[config.mk]
export PLATFORM = sky130hd
export DESIGN_NAME = bcd_seg_decoder
export DESIGN_NICKNAME = d
export VERILOG_FILES = /design/src/rtl/bcd_seg_pkg.sv /design/src/rtl/bcd_seg_ctrl.sv /design/src/rtl/bcd_seg_path.sv /design/src/rtl/bcd_seg_decoder.sv
export SDC_FILE = /design/constraint.sdc
export NUM_CORES = 1
export LEC_CHECK = 0
export BUFFER_PORTS_ARGS = -buffer_cell sky130_fd_sc_hd__buf_2
export CORE_AREA = 3 3 40 42
export DETAILED_ROUTE_END_ITERATION = 10
export DIE_AREA = 0 0 43 45
export PLACE_DENSITY = 0.56
export REMOVE_ABC_BUFFERS = 1
export SETUP_SLACK_MARGIN = 0.5
export SLEW_MARGIN = 20
export SYNTH_ARGS = -nofsm -noshare
export SYNTH_HDL_FRONTEND = slang
export SYNTH_SLANG_ARGS = --single-unit
[constraint.sdc]
create_clock -name vclk -period 1.31
set_clock_uncertainty 0.05 [all_clocks]
set_input_delay 0.0655 -clock vclk [all_inputs]
set_output_delay 0.0655 -clock vclk [all_outputs]
set_load 0.02 [all_outputs]
[src/rtl/bcd_seg_pkg.sv]
package bcd_seg_pkg;
  localparam int DIGIT_W = 4;
  localparam int SEG_N   = 7;

  // Strobes from the control module to the datapath
  typedef struct packed {
    logic forceOff;
    logic forceOn;
  } segStrobe_t;

  // Active-high lit pattern, bit 0 = a ... bit 6 = g
  function automatic logic [SEG_N-1:0] litPattern(input logic [DIGIT_W-1:0] d);
    logic [SEG_N-1:0] p;
    case (d)
      4'd0:    p = 7'b0111111;
      4'd1:    p = 7'b0000110;
      4'd2:    p = 7'b1011011;
      4'd3:    p = 7'b1001111;
      4'd4:    p = 7'b1100110;
      4'd5:    p = 7'b1101101;
      4'd6:    p = 7'b1111101;
      4'd7:    p = 7'b0000111;
      4'd8:    p = 7'b1111111;
      4'd9:    p = 7'b1101111;
      4'd10:   p = 7'b1011000;
      4'd11:   p = 7'b1001100;
      4'd12:   p = 7'b1100010;
      4'd13:   p = 7'b1101001;
      4'd14:   p = 7'b1111000;
      default: p = 7'b0000000;
    endcase
    return p;
  endfunction
endpackage

[src/rtl/bcd_seg_ctrl.sv]
module bcd_seg_ctrl
  import bcd_seg_pkg::*;
(
  input  logic [DIGIT_W-1:0] digit,
  input  logic               lampTestN,
  input  logic               rippleInN,
  input  logic               blankInN,
  output segStrobe_t         strobe,
  output logic               rippleOutN
);
  logic isZero;
  logic zeroSuppress;

  always_comb begin
    isZero       = (digit == '0);
    zeroSuppress = !rippleInN && isZero && lampTestN;
    // Priority: external blank, then lamp test, then ripple blanking
    strobe.forceOff = !blankInN || zeroSuppress;
    strobe.forceOn  = blankInN && !lampTestN;
    rippleOutN      = !zeroSuppress;
  end
endmodule

[src/rtl/bcd_seg_path.sv]
module bcd_seg_path
  import bcd_seg_pkg::*;
(
  input  logic [DIGIT_W-1:0] digit,
  input  segStrobe_t         strobe,
  output logic [SEG_N-1:0]   segN
);
  logic [SEG_N-1:0] lit;

  always_comb lit = litPattern(digit);

  for (genvar s = 0; s < SEG_N; s++) begin : g_seg
    always_comb begin
      if (strobe.forceOff)     segN[s] = 1'b1;
      else if (strobe.forceOn) segN[s] = 1'b0;
      else                     segN[s] = !lit[s];
    end
  end
endmodule

[src/rtl/bcd_seg_decoder.sv]
module bcd_seg_decoder
  import bcd_seg_pkg::*;
(
  input  logic [3:0] digit,
  input  logic       lampTestN,
  input  logic       rippleInN,
  input  logic       blankInN,
  output logic [6:0] segN,
  output logic       rippleOutN
);
  segStrobe_t strobe;

  bcd_seg_ctrl ctrl_i (
    .digit      (digit),
    .lampTestN  (lampTestN),
    .rippleInN  (rippleInN),
    .blankInN   (blankInN),
    .strobe     (strobe),
    .rippleOutN (rippleOutN)
  );

  bcd_seg_path path_i (
    .digit  (digit),
    .strobe (strobe),
    .segN   (segN)
  );
endmodule

==> results of run 1 <==
synthesized netlist by cell type:
| library cell | count | share of area [%] |
|---|---|---|
| o41ai_2 | 1 | 5.5 |
| and2b_1 | 1 | 2.5 |
| nand2_1 | 1 | 1.3 |
| nor2_1 | 1 | 1.3 |
| nand3_1 | 1 | 1.7 |
| nor3b_2 | 1 | 4.2 |
| nor3b_1 | 1 | 2.5 |
| mux2i_1 | 2 | 6.8 |
| a31oi_4 | 1 | 7.2 |
| a21oi_1 | 2 | 3.4 |
| buf_2 | 1 | 1.7 |
| o311ai_1 | 2 | 5.9 |
| inv_1 | 4 | 5.1 |
| buf_4 | 1 | 2.5 |
| a211o_1 | 2 | 5.9 |
| ha_1 | 6 | 25 |
| nor3_1 | 1 | 1.7 |
| o31ai_1 | 1 | 2.5 |
| o21ai_0 | 4 | 6.8 |
| nor2b_1 | 3 | 6.3 |
cells in the final DEF (no fill, tap or decap), types with 2 or more instances in the layout:
master,synthesis,layout
buf_4,1,11
buf_2,1,8
ha_1,6,4
o21ai_1,0,3
inv_4,0,2
inv_1,4,2
a21oi_1,2,2
nor2b_1,3,2
mux2i_1,2,2
a211o_1,2,2
o311ai_2,0,2
ha_4,0,2
buf_8,0,2
cell type report:
type                       instances  share of cell area, %
multi-input combinational         31                   62.4
timing repair buffer              21                   30.0
inverter                           4                   3.93
tap                               15                   3.69
cells by family (layout without fill, tap and decap cells):
kind of cell	count (synthesis)	after routing	synth area share [%]
AO/OA/AOI/OAI	13	13	37.1
AND/OR/NAND/NOR	10	10	21.5
adder cells (fa/ha/maj)	6	6	25.3
buffers and inverters	6	25	9.28
multiplexers	2	2	6.75
stage by stage:
stage | hold WS, ns | cells
after floorplan | 0.241 | 35
after global placement | 0.427 | 71
after detailed placement | 0.431 | 71
after CTS | 0.438 | 71
after global routing | 0.450 | 71
final | 0.437 | 71
metal layers:
metal | share of wire, % | GRT usage [%] | vias to the layer above
li1 | - | - | 173
met5 | 0 | 0 | -
met3 | 9.9 | 1.59 | 0
met1 | 41 | 10.2 | 156
met4 | 0 | 0 | 0
met2 | 49 | 16.8 | 17
path summary, 6_finish.rpt:
path	startpoint	to	slack [ns]	depth (start not counted)
worst max-delay path	digit[1]	segN[0]	0.08	7
worst min-delay path	lampTestN	rippleOutN	0.44	3
power by group:
part | total, mW | internal (mW) | switching, mW
Combinational | 0.177 | 0.0830 | 0.0941
Sequential | 0 | 0 | 0
Clock | 0 | 0 | 0
Total | 0.177 | 0.0830 | 0.0941
timing repair:
action                                  in CTS  in global routing
endpoints found under the hold margin        0                  0
gates resized for setup                     12                 11
pin swaps                                    4                  1
endpoints found under the setup margin       8                  8
==> flow_summary.toml, run 1 <==
[worst_hold_path]
hp-class = "input port to output pin"

[placed_design]
dpl_cell_area_sq_um = 423
dp_hpwl_um = 602
gp_congestion = 0.663
io_buffers = 15
dpl_worst_slack_ns = -0.0289

[cells_and_area]
final_core_utilization_pct = 39.6
seq_area_sq_um = 0
fin_nets = 71
seq_cells = 0
layout-drive-gt1-share_pct = 55.4
nFillCells = 135
nClkBuffers = 0
multi_input_area_sq_um = 318
design_area_sq_um = 509
syn_to_final_growth_pct = 71.7
antenna_cells = 0

[routing]
avgRoutedWirePerCell_um = 11.8
viasPerCell = 4.87
vias = 346
drt_iter0_markers = 1
routed_wl_um = 841
ant_nets = 0
drc = 0
firstDrtPassIters = 4

[yosys]
syn_area_sq_um = 297
syn_inst = 37
synth_warnings = 0
syn_area_per_cell_sq_um = 8.01
synth.distinct_cells = 20
synth.yosys.seq_area_share_pct = 0

[setup_path]
crit_type = "input port to output pin"
cp.required_ns = 1.19
path_buf_inv = 3
start_kind = "input port"
crit_fanout = 7
critical_path.top_delay_family = "compound AO/OA/AOI/OAI gates"
slowest_delay_ns = 0.30
crit_path_top_delay_cell = "a31oi_4"
crit_chain = "buf_8, inv_4, ha_4, nor3b_4, a31oi_4, o311ai_2, buf_4"
cp.arrival_ns = 1.11
end_kind = "output pin"

[floorplan]
core_area_sq_um = 1280
rows = 13
ios = 15
chipWidth_um = 43
die_area_sq_um = 1940
start_util_pct = 23.1
die_height_um = 45

[grt]
grt_start_max_net_pins = 11
overflow = 0
grt_pass1_vias = 313
grt_use_total_pct = 8.54
grt_first_pass_wirelength_um = 1350
antenna_found_initial = 0

[timing]
rsz0062_at_grt = "yes"
max_slew_margin_pct = 71.9
slew_viol_final = 0
tns_ns = 0
min_period_ns = 1.23
period_share_pct = 93.7
final_hold_viol_count = 0
setup_violations = 0
worst_slack_ns = 0.0828
worst_pin_slew_ns = 0.420
max_freq_mhz = 815

[run_status]
status = "completed"

[power_and_ir_drop]
powerDensity_nw_per_um2 = 348
peakVddDrop_mv = 0.0799
p_leak_nw = 0.230
power.total_uw = 177

[clock_tree]
hold_buffers = 0
post_cts_buffers = 0

[flow_run]
max-cap-violations = 0
No activity file was read; power rests on OpenSTA's default activity.
==> run 2: changes to the inputs <==
--- a/config.mk
+++ b/config.mk
@@ -12,7 +12,7 @@
 export PLACE_DENSITY = 0.56
 export REMOVE_ABC_BUFFERS = 1
 export SETUP_SLACK_MARGIN = 0.5
-export SLEW_MARGIN = 20
 export SYNTH_ARGS = -nofsm -noshare
 export SYNTH_HDL_FRONTEND = slang
+export SYNTH_HIERARCHICAL = 1
 export SYNTH_SLANG_ARGS = --single-unit
==> constraint.sdc (replaced) <==
create_clock -name vclk -period 1.31
set_clock_uncertainty 0.05 [all_clocks]
set_input_delay 0.0655 -clock vclk [all_inputs]
set_output_delay 0.0655 -clock vclk [all_outputs]
set_load 0.1 [all_outputs]
==> flow_summary.toml, run 2 <==
[run_status]
status = "completed"

[power_and_ir_drop]
powerDensity_nw_per_um2 = 513
peakVddDrop_mv = 0.177
power.total_uw = 430
p_int_uw = 185
switching_power_uw = 245
pwr-share-seq_pct = 0
clkPwrFrac_pct = 0
p_comb_share_pct = 100.0
swShare_pct = 56.9
p_leak_nw = 0.356

[grt]
grt_pass1_vias = 353
grt_first_pass_wirelength_um = 1480
grt_start_max_net_pins = 8
overflow = 0
grt_use_total_pct = 9.37
antenna_found_initial = 0

[placed_design]
io_buffers = 15
placedCellCount = 77
gp_congestion = 0.765
dp_hpwl_um = 658
dpl_worst_slack_ns = -0.132
dpl_cell_area_sq_um = 557

[setup_path]
start_kind = "input port"
end_kind = "output pin"
cp.arrival_ns = 1.07
crit_type = "input port to output pin"
crit_fanout = 5
cp.required_ns = 1.19

[floorplan]
rows = 13
die_area_sq_um = 1940
chipWidth_um = 43
ios = 15
start_util_pct = 22.9
core_area_sq_um = 1280
die_height_um = 45

[worst_hold_path]
hp-class = "input port to output pin"

[routing]
routed_wl_um = 1070
ant_nets = 0
drt_iter0_markers = 5
drc = 0
firstDrtPassIters = 3
viasPerCell = 4.95
avgRoutedWirePerCell_um = 12.9
vias = 411

[timing]
max_slew_margin_pct = 79.6
slew_viol_final = 0
tns_ns = 0
worst_pin_slew_ns = 0.306
setup_violations = 0
max_freq_mhz = 841
timing.hold.ws_ns = 0.524
final_hold_viol_count = 0
rsz0062_at_grt = "yes"
period_share_pct = 90.8
worst_slack_ns = 0.121
min_period_ns = 1.19

[yosys]
synthXorXnorAreaFrac_pct = 0
yosysTopAreaCellShare_pct = 25.5
yosys-mux-area-fraction_pct = 8.51
synth.distinct_cells = 20
synth_compound_area_share_pct = 38.3
synthSimpleGateAreaFrac_pct = 13.2
syn_area_sq_um = 294
syn_area_per_cell_sq_um = 7.35
synth_common_cells = "inv_1 (7), nor2_1 (7), ha_1 (6)"
synthAdderAreaFrac_pct = 25.5
synth.yosys.seq_area_share_pct = 0
synth_warnings = 6
synth_top_family_by_area = "compound AO/OA/AOI/OAI gates"
yosys-top-cells-area = "ha_1 (26%), inv_1 (8.9%), nor2_1 (8.9%), o21bai_1 (7.7%), a2111oi_0 (6.0%)"
syn_inst = 40
yosysTopAreaCell = "ha_1"

[cells_and_area]
design_area_sq_um = 837
nFillCells = 96
layout_common_cells = "buf_4 (12), buf_12 (8), buf_6 (4), ha_4 (4)"
nClkBuffers = 0
seq_area_sq_um = 0
seq_cells = 0
fin_nets = 83
antenna_cells = 0
final_common_cell = "buf_4"
layout-drive-gt1-share_pct = 85.3
final_core_utilization_pct = 65.1
finalNonFillerCells = 83
syn_to_final_growth_pct = 185

[flow_run]
max-cap-violations = 0
-- run 2: changes by cell type after synthesis, moves of 2 or more --
cell	previous run	this run
o21bai_1	0	3
a2111oi_0	0	2
o21ai_0	4	0
nor2_1	1	7
nor2b_1	3	0
o311ai_1	2	0
inv_1	4	7
-- run 2: worst paths after layout --
path              startpoint    endpoint  slack, ns  cells after the start
setup / recovery    digit[0]     segN[4]       0.12                      7
hold / removal      digit[1]  rippleOutN       0.52                      4
-- run 2: what timing repair did --
action | CTS | global route
setup buffers | 2 | 4
pin swaps | 7 | 14
endpoints found under the setup margin | 8 | 8
resized for setup | 32 | 26
hold buffers | 0 | 0
-- run 2: area by class of cell --
cell class                 instances  area [sq um]  area share [%]
inverter                           7          38.8            4.63
multi-input combinational         31           414            49.5
timing repair buffer              30           365            43.6
tap                               15          18.8            2.24
-- run 2: critical path, cell delays in order --
cell and delay [ns]:
buf_12 0.10, inv_6 0.04, ha_4 0.17, buf_6 0.11, a211oi_2 0.24, or2_4 0.17
buf_12 0.16
-- run 2: cell families (layout without fill, tap and decap cells) --
family,Yosys count,in the layout
compound gates,14,14
fa+ha+maj,6,6
buf+inv,9,37
mux,2,2
simple gates,9,9
-- run 2: power by group through the flow --
stage          Combinational [mW]  Clock, mW  Sequential (mW)
2_1_floorplan               0.193          0                0
3_3_place_gp                0.332          0                0
3_5_place_dp                0.333          0                0
4_1_cts                     0.376          0                0
5_1_grt                     0.448          0                0
6_report                    0.430          0                0
-- run 2: layer usage --
layer	wire length [um]	GRT usage, %	vias to the layer above	share of wire [%]
met1	393	11.0	193	37
met3	44	0	2	4.1
met4	10	0	0	0.93
li1	-	-	203	-
met2	626	20.1	13	58
met5	0	0	-	0
==> run 3: changes to the inputs <==
==> constraint.sdc (replaced) <==
create_clock -name vclk -period 1.1
set_clock_uncertainty 0.05 [all_clocks]
set_input_delay 0.055 -clock vclk [all_inputs]
set_output_delay 0.055 -clock vclk [all_outputs]
set_load 0.1 [all_outputs]
==> flow_summary.toml, run 3 (synthesis gave the netlist of run 2 again) <==
[worst_hold_path]
hp-class = "input port to output pin"
min_from = "lampTestN"
hold_depth = 3
hold_end = "rippleOutN"

[routing]
drc = 0
drt_iter0_markers = 2
avgRoutedWirePerCell_um = 14.6
ant_nets = 0
routed_wl_um = 1210
viasPerCell = 4.90
vias = 407
firstDrtPassIters = 2

[placed_design]
dpl_cell_area_sq_um = 582
io_buffers = 15
dp_hpwl_um = 693
gp_congestion = 0.726

[cells_and_area]
final_common_cell = "buf_4"
seq_area_sq_um = 0
design_area_sq_um = 865
seq_cells = 0
syn_to_final_growth_pct = 194
layout_common_cells = "buf_4 (9), buf_12 (8), buf_6 (7)"
antenna_cells = 0
final_core_utilization_pct = 67.3
nFillCells = 93
layout-drive-gt1-share_pct = 80.9
nClkBuffers = 0
fin_nets = 83

[timing]
slew_viol_final = 0
worst_pin_slew_ns = 0.289
max_freq_mhz = 836
min_period_ns = 1.20
worst_slack_ns = -0.0962
rsz0062_at_grt = "yes"
max_slew_margin_pct = 80.7
period_share_pct = 109
setup_violations = 7
final_hold_viol_count = 0

[floorplan]
start_util_pct = 22.9
rows = 13
ios = 15
die_height_um = 45
chipWidth_um = 43
core_area_sq_um = 1280
die_area_sq_um = 1940

[grt]
grt_start_max_net_pins = 8
grt_pass1_vias = 369
grt_use_total_pct = 11.4
antenna_found_initial = 0
overflow = 0
grt_first_pass_wirelength_um = 1730

[setup_path]
cp.arrival_ns = 1.09
critical_path.top_delay_family = "buffers and inverters"
crit_type = "input port to output pin"
crit_chain = "buf_8, nor2_4, buf_6, a2111oi_4, a211o_1, buf_12"
crit_path_top_delay_cell = "a211o_1"
crit_fanout = 6
slowest_delay_ns = 0.31
start_kind = "input port"
cp.required_ns = 1.00
end_kind = "output pin"
path_buf_inv = 3

[run_status]
violations = "negative setup slack"
status = "finished, violations left"

[power_and_ir_drop]
peakVddDrop_mv = 0.234
power.total_uw = 526
p_leak_nw = 0.370
powerDensity_nw_per_um2 = 609

[flow_run]
max-cap-violations = 0
==> run 3: how the worst max path moves through the flow <==
| stage | from | endpoint | slack [ns] | cells after the start |
|---|---|---|---|---|
| 2_1_floorplan | digit[0] | segN[5] | -1.68 | 5 |
| 3_3_place_gp | digit[0] | segN[1] | -0.27 | 6 |
| 3_5_place_dp | digit[0] | segN[1] | -0.31 | 6 |
| 4_1_cts | digit[0] | segN[1] | -0.09 | 6 |
| 5_1_grt | lampTestN | segN[0] | -0.13 | 6 |
| 6_report | lampTestN | segN[0] | -0.1 | 6 |
==> run 3: cell type report <==
class                      instances  area [sq um]  share of cell area (%)
multi-input combinational         31           408                    47.2
timing repair buffer              30           397                    45.9
tap                               15          18.8                    2.17
inverter                           7          41.3                    4.78
==> run 3: layer usage <==
metal / vias to the layer above / track usage, % / share of wire (%)
li1: 204 / - / -
met1: 192 / 12.9 / 37
met2: 11 / 24.6 / 58
met3: 0 / 0.797 / 4.4
met4: 0 / 0 / 0
met5: - / 0 / 0
==> run 3: worst min-delay path, cell delays in order <==
cell and delay, ns:
buf_8 0.10, nand4_1 0.13, buf_12 0.18
==> run 3: repair_timing <==
action                                  CTS  global route
endpoints found under the hold margin     0             0
gates resized for setup                  29            35
hold buffers                              0             0
pin swaps                                 8            12
buffers inserted                          0             3
endpoints found under the setup margin    8             8
gates cloned                              0             0
==> run 3: where the power goes <==
group | total (mW) | switching, mW | internal [mW] | leakage, nW
clock | 0 | 0 | 0 | 0
sequential | 0 | 0 | 0 | 0
combinational | 0.526 | 0.296 | 0.230 | 0.370
total | 0.526 | 0.296 | 0.230 | 0.370
==> run 3: stage by stage <==
stage          hold slack (ns)  cells  setup slack [ns]  setup TNS [ns]
2_1_floorplan            0.557     38             -1.68           -4.76
3_3_place_gp             0.467     80            -0.271           -1.13
3_5_place_dp             0.475     80            -0.311           -1.23
4_1_cts                  0.487     80           -0.0910          -0.400
5_1_grt                  0.484     83            -0.132          -0.680
6_report                 0.480     83           -0.0962          -0.412
